==> src/rtl/isrc_pkg.sv <==
package isrc_pkg;

   typedef enum logic [2:0] {
      EV_TRIG   = 3'd0,
      EV_EOI    = 3'd1,
      EV_REJECT = 3'd2,
      EV_RESCAN = 3'd3,
      EV_CONFIG = 3'd4,
      EV_LOWER  = 3'd5
   } ev_kind_e;

   typedef enum logic [1:0] {
      ST_IDLE,
      ST_WAIT,
      ST_SCAN
   } isrc_state_e;

   localparam logic [1:0] PQ_P = 2'b01;

endpackage

==> src/rtl/isrc_pq_step.sv <==
module isrc_pq_step
   import isrc_pkg::*;
(
   input  logic [2:0] kind,
   input  logic       lsi,
   input  logic [1:0] pq_cur,
   output logic [1:0] pq_nx,
   output logic       want
);

   always_comb begin
      pq_nx = pq_cur;
      want  = 1'b0;
      case (kind)
         EV_TRIG: begin
            if (lsi) begin
               pq_nx = pq_cur | PQ_P;
               want  = !pq_cur[0];
            end else begin
               pq_nx = {pq_cur[0], 1'b1};
               want  = (pq_nx == PQ_P);
            end
         end
         EV_EOI: begin
            if (!lsi) pq_nx = {1'b0, pq_cur[1]};
            want = pq_nx[0];
         end
         EV_REJECT: want = 1'b1;
         EV_LOWER:  pq_nx = 2'b00;
         default: ;
      endcase
   end

endmodule

==> src/rtl/isrc_errcnt.sv <==
module isrc_errcnt #(
   parameter int W   = 4,
   parameter bit SAT = 1'b1
) (
   input  logic         clk,
   input  logic         rst_n,
   input  logic         inc,
   output logic [W-1:0] count
);

   localparam logic [W-1:0] TOP = {W{1'b1}};

   logic [W-1:0] nxt;

   generate
      if (SAT) begin : g_sat
         assign nxt = (count == TOP) ? count : count + 1'b1;
      end else begin : g_wrap
         assign nxt = count + 1'b1;
      end
   endgenerate

   always_ff @(posedge clk or negedge rst_n) begin
      if (!rst_n)   count <= '0;
      else if (inc) count <= nxt;
   end

endmodule

==> src/rtl/isrc_table.sv <==
module isrc_table
   import isrc_pkg::*;
#(
   parameter int NUM_SRC = 16,
   parameter int SRC_W   = 5,
   parameter int PRIO_W  = 8,
   parameter int ERR_W   = 4,
   parameter bit ERR_SAT = 1'b1
) (
   input  logic              clk,
   input  logic              rst_n,
   input  logic              ev_valid,
   output logic              ev_ready,
   input  logic [2:0]        ev_kind,
   input  logic [SRC_W-1:0]  ev_src,
   input  logic [PRIO_W-1:0] ev_prio,
   input  logic              ev_lsi,
   output logic              off_valid,
   output logic [SRC_W-1:0]  off_src,
   output logic [PRIO_W-1:0] off_prio,
   input  logic              rsp_valid,
   input  logic              rsp_ok,
   output logic [ERR_W-1:0]  err_count
);

   localparam int IDX_W = (NUM_SRC > 1) ? $clog2(NUM_SRC) : 1;
   localparam logic [PRIO_W-1:0] MASKED = {PRIO_W{1'b1}};
   localparam logic [IDX_W-1:0]  LAST   = IDX_W'(NUM_SRC - 1);

   generate
      if (NUM_SRC < 2 || NUM_SRC > (1 << SRC_W) || IDX_W > SRC_W) begin : g_bad_size
         $error("isrc_table: NUM_SRC does not fit SRC_W");
      end
      if (PRIO_W < 2 || ERR_W < 1) begin : g_bad_width
         $error("isrc_table: PRIO_W or ERR_W too small");
      end
   endgenerate

   // entry storage
   logic [1:0]         pq_q   [NUM_SRC];
   logic [PRIO_W-1:0]  prio_q [NUM_SRC];
   logic [NUM_SRC-1:0] lsi_q, rs_q, mp_q;

   isrc_state_e        state;
   logic               ret_scan;
   logic [IDX_W-1:0]   ptr;
   logic               ov_q;
   logic [IDX_W-1:0]   ov_idx;
   logic [PRIO_W-1:0]  ov_prio;

   // event decode
   logic              accept, in_range, want, cfg_unmask, cur_masked, cnt_inc;
   logic [IDX_W-1:0]  idx;
   logic [1:0]        pq_nx;

   assign ev_ready  = (state == ST_IDLE);
   assign accept    = ev_valid && ev_ready;
   assign in_range  = (32'(ev_src) < NUM_SRC);
   assign idx       = ev_src[IDX_W-1:0];
   assign cur_masked = (prio_q[idx] == MASKED);
   assign cfg_unmask = (ev_kind == EV_CONFIG) && mp_q[idx] && (ev_prio != MASKED);
   assign cnt_inc   = accept && !in_range && (ev_kind != EV_RESCAN);

   isrc_pq_step u_step (
      .kind   (ev_kind),
      .lsi    (lsi_q[idx]),
      .pq_cur (pq_q[idx]),
      .pq_nx  (pq_nx),
      .want   (want)
   );

   isrc_errcnt #(.W(ERR_W), .SAT(ERR_SAT)) u_err (
      .clk   (clk),
      .rst_n (rst_n),
      .inc   (cnt_inc),
      .count (err_count)
   );

   always_ff @(posedge clk or negedge rst_n) begin
      if (!rst_n) begin
         state    <= ST_IDLE;
         ret_scan <= 1'b0;
         ptr      <= '0;
         ov_q     <= 1'b0;
         ov_idx   <= '0;
         ov_prio  <= '0;
         lsi_q    <= '0;
         rs_q     <= '0;
         mp_q     <= '0;
         for (int i = 0; i < NUM_SRC; i++) begin
            pq_q[i]   <= 2'b00;
            prio_q[i] <= MASKED;
         end
      end else begin
         case (state)
            ST_IDLE: begin
               if (accept && ev_kind == EV_RESCAN) begin
                  ptr   <= '0;
                  state <= ST_SCAN;
               end else if (accept && in_range) begin
                  pq_q[idx] <= pq_nx;
                  if (ev_kind == EV_CONFIG) begin
                     prio_q[idx] <= ev_prio;
                     lsi_q[idx]  <= ev_lsi;
                  end
                  if (cfg_unmask) begin
                     mp_q[idx] <= 1'b0;
                     ov_q      <= 1'b1;
                     ov_idx    <= idx;
                     ov_prio   <= ev_prio;
                     ret_scan  <= 1'b0;
                     state     <= ST_WAIT;
                  end else if (want && cur_masked) begin
                     mp_q[idx] <= 1'b1;
                  end else if (want) begin
                     ov_q     <= 1'b1;
                     ov_idx   <= idx;
                     ov_prio  <= prio_q[idx];
                     ret_scan <= 1'b0;
                     state    <= ST_WAIT;
                  end
               end
            end
            ST_SCAN: begin
               ptr <= ptr + 1'b1;
               if (rs_q[ptr]) begin
                  rs_q[ptr] <= 1'b0;
                  if (prio_q[ptr] == MASKED) begin
                     mp_q[ptr] <= 1'b1;
                     if (ptr == LAST) state <= ST_IDLE;
                  end else begin
                     ov_q     <= 1'b1;
                     ov_idx   <= ptr;
                     ov_prio  <= prio_q[ptr];
                     ret_scan <= (ptr != LAST);
                     state    <= ST_WAIT;
                  end
               end else if (ptr == LAST) begin
                  state <= ST_IDLE;
               end
            end
            ST_WAIT: begin
               if (rsp_valid) begin
                  ov_q <= 1'b0;
                  if (!rsp_ok) rs_q[ov_idx] <= 1'b1;
                  state <= ret_scan ? ST_SCAN : ST_IDLE;
               end
            end
            default: state <= ST_IDLE;
         endcase
      end
   end

   assign off_valid = ov_q;
   assign off_src   = SRC_W'(ov_idx);
   assign off_prio  = ov_prio;

endmodule

==> config.mk <==
export PLATFORM = sky130hd
export DESIGN_NAME = isrc_table
export DESIGN_NICKNAME = d
export VERILOG_FILES = /design/src/rtl/isrc_pkg.sv /design/src/rtl/isrc_pq_step.sv /design/src/rtl/isrc_errcnt.sv /design/src/rtl/isrc_table.sv
export SDC_FILE = /design/constraint.sdc
export NUM_CORES = 1
export LEC_CHECK = 0
export CORE_AREA = 2 2 184 186
export DETAILED_ROUTE_END_ITERATION = 8
export DIE_AREA = 0 0 186 188
export PLACE_DENSITY_LB_ADDON = 0.1
export SKIP_LAST_GASP = 1
export SYNTH_ARGS = -nofsm -noshare
export SYNTH_HDL_FRONTEND = slang
export SYNTH_HIERARCHICAL = 1
export SYNTH_SLANG_ARGS = --single-unit
==> constraint.sdc <==
create_clock -name clk -period 4.3 [get_ports clk]
set_clock_uncertainty 0.2 [all_clocks]
set_input_delay 0.86 -clock clk [delete_from_list [all_inputs] [get_ports clk]]
set_output_delay 0.86 -clock clk [all_outputs]
set_load 0.1 [all_outputs]
==> impl_metrics.yaml <==
drt:
  via_per_inst: 5.76
  drtPass1Iterations: 5
  drc_errors: 0
  wirelength_um: 37100
  ant_nets: 0
  dr.first_iter.drc_count: 625
  vias: 8708
  avgRoutedWirePerCell_um: 24.5
synth:
  yosys_warnings: 6
  synth.most_common_cell: "mux2_2"
  synthFlopType: "dfstp_2"
  synth_area_leaders: "dfstp_2 26%, dfrtp_1 20%, mux2_2 16%, mux4_2 15%, nand2_1 2.2%"
  syn_area_per_cell_um2: 13.3
  yosys_register_bits: 232
  synth_common_cells: "186 x mux2_2, 128 x dfstp_2, 104 x dfrtp_1"
  synthesis.area_um2: 12700
  synth_edf_count: 0
  yosysSeqAreaShare_pct: 46.9
  synth.distinct_cells: 62
  netlist_instances: 955
  synth_fp_nets: 982
  yosys.area.top_type_share_pct: 26.5
  async_reset_ff_share_pct: 100
  synth_top_cell_by_area: "dfstp_2"
clock_tree:
  clk_latency_ps: 560
  numClockSinks: 232
  postCtsSetupRepairBufs: 0
  cts_hold_buf: 0
  clock_path_buffers: 3
  root_buffer: "clkbuf_16"
  cts_tree: "yes"
  cts_resized: 0
  cts.clk_slew.worst_paths_ps: 60
  h-tree-depth: 1
  numCtsBuffers: 28
timing:
  finalHoldViolCount: 0
  rsz0062_at_grt: "no"
  fin_setup_tns_ps: 0
  period_share_pct: 88.8
  tightest_slew_ps: 1150
  period_needed_ps: 3820
  slew_headroom_pct: 23.0
  fmax_mhz: 262
  drv_slew: 0
  finalSetupViolations: 0
floorplanning:
  fp-row-count: 67
  start_util_pct: 38.4
  core-area_um2: 33100
  pin_count: 41
  fp.dieH_um: 188
  die_x_um: 186
  dieArea_um2: 35000
setup_path:
  cpMaxStageDelayCell: "mux4_2"
  critPathKind: "in -> reg"
  reg2reg_slack_ps: 660
  crit_fanout: 7
  cp_common_cell: "buf_4"
  required_ps: 4590
  crit_chain: "buf_4 > mux4_2 > mux4_2 > mux2i_1 > o21a_1 > nor3_2 > nand2_1 > o32ai_1 > nand4_1 > buf_4 > o21ai_2 > buf_4 > o2111a_1 > o22a_1"
  critPathMaxStageDelay_ps: 540
  startpoint: "ev_src[0]"
  crit_path_end_kind: "flop"
  reg2reg_depth: 13
  arrival_ps: 4110
  r2r-start: "lsi_q[3]"
  start_kind: "input port"
grt:
  track_usage_pct: 21.7
  grt_overflow: 0
  grt_pass1_wl_um: 57600
  grt_antenna_before_repair: 1
  grt_pass1_vias: 9041
  grt_max_degree: 90
pwr:
  finalPower_w: 0.00707
  power.density_nw_per_um2: 472
  ir_worst_vdd_mv: 0.354
  leakage_nw: 6.02
place:
  place.detailed.hpwl_um: 25400
  gp_congestion: 0.797
  portBuffers: 39
final_layout:
  area_delta_synth_final_pct: 17.6
  final_util_pct: 45.2
  fin_nets: 1068
  drive_above_1_share_pct: 52.6
  nFillCells: 3020
outcome:
  status: "complete, no violations"
job:
  maxCapViolCount: 0
hold_path:
  hp-class: "in -> async"
-- cells in the final DEF (no fill, tap or decap), types with 24 or more instances in the layout --
cell             instances
a21oi_1                 25
a22oi_1                 24
buf_4                   80
clkbuf_16               28
clkdlybuf4s50_1         36
dfrtp_1                102
dfstp_2                128
mux2_2                 186
mux4_2                  86
nand2_1                 73
nor2_1                  48
-- critical path: cells and delay by family --
kind | cells | cell delay, ps
multiplexers | 3 | 1180
AO/OA/AOI/OAI | 5 | 950
buffers and inverters | 3 | 590
AND/OR/NAND/NOR | 3 | 520
-- cells by family (layout without fill, tap and decap cells) --
family	Yosys count	after routing	share of synthesized area, %
muxes	289	289	33.3
DFF	232	232	46.9
and+or+nand+nor	201	201	7.42
AOI/OAI and AO/OA	150	150	8.90
buffers and inverters	77	185	2.91
adders and majority gates	5	5	0.492
other	1	2	0.0295
-- metrics by stage --
stage                     setup slack [ps]  cells  instance area (um^2)  hold WS [ps]
after floorplan                       -162    955                 12800           255
after detailed placement             -82.5   1459                 14100           284
after global placement               -18.5   1459                 14100           280
final                                  482   1512                 15000           114
after global routing                   214   1512                 15000           154
after CTS                              489   1511                 15000           142
-- worst min-delay path by stage --
stage,startpoint,end,slack (ps)
after CTS,rst_n,rs_q[13],140
after global routing,rst_n,rs_q[8],150
final,rst_n,rs_q[12],110
after detailed placement,rs_q[7],rs_q[7],280
after global placement,rs_q[7],rs_q[7],280
after floorplan,flop,flop,260
-- where the power goes --
| group | switching (W) | internal, W | total, W |
|---|---|---|---|
| combinational | 0.00142 | 0.000728 | 0.00215 |
| clock | 0.000966 | 0.00133 | 0.00229 |
| sequential | 0.000215 | 0.00241 | 0.00263 |
| total | 0.00260 | 0.00447 | 0.00707 |
-- flip-flops by register name, summed over array words and instances (netlist names), 2 cells and up, named ones only --
signal and count:
u_err/count 4, lsi_q 16, rs_q 16, off_prio 8
ptr 4, pq_q 32, prio_q 128, state 2
ov_idx 4
-- per-layer routing --
| layer | routed length, um | up-vias | GRT usage, % |
|---|---|---|---|
| li1 | - | 3845 | - |
| met1 | 16600 | 4548 | 30.5 |
| met2 | 17700 | 252 | 34.9 |
| met3 | 1440 | 63 | 2.62 |
| met4 | 1310 | 0 | 7.36 |
| met5 | 0 | - | 0 |
-- cell type report --
type                       count  area, um^2  share of cell area [%]
antenna                        1        2.50                  0.0167
clock buffer                  46         838                    5.60
clock inverter                 6        47.5                   0.318
inverter                       8        30.0                   0.201
multi-input combinational    646        6390                    42.7
sequential                   232        5970                    39.9
tap                          448         561                    3.75
timing repair buffer         125        1120                    7.50
Power figures use the tool's default switching activity.
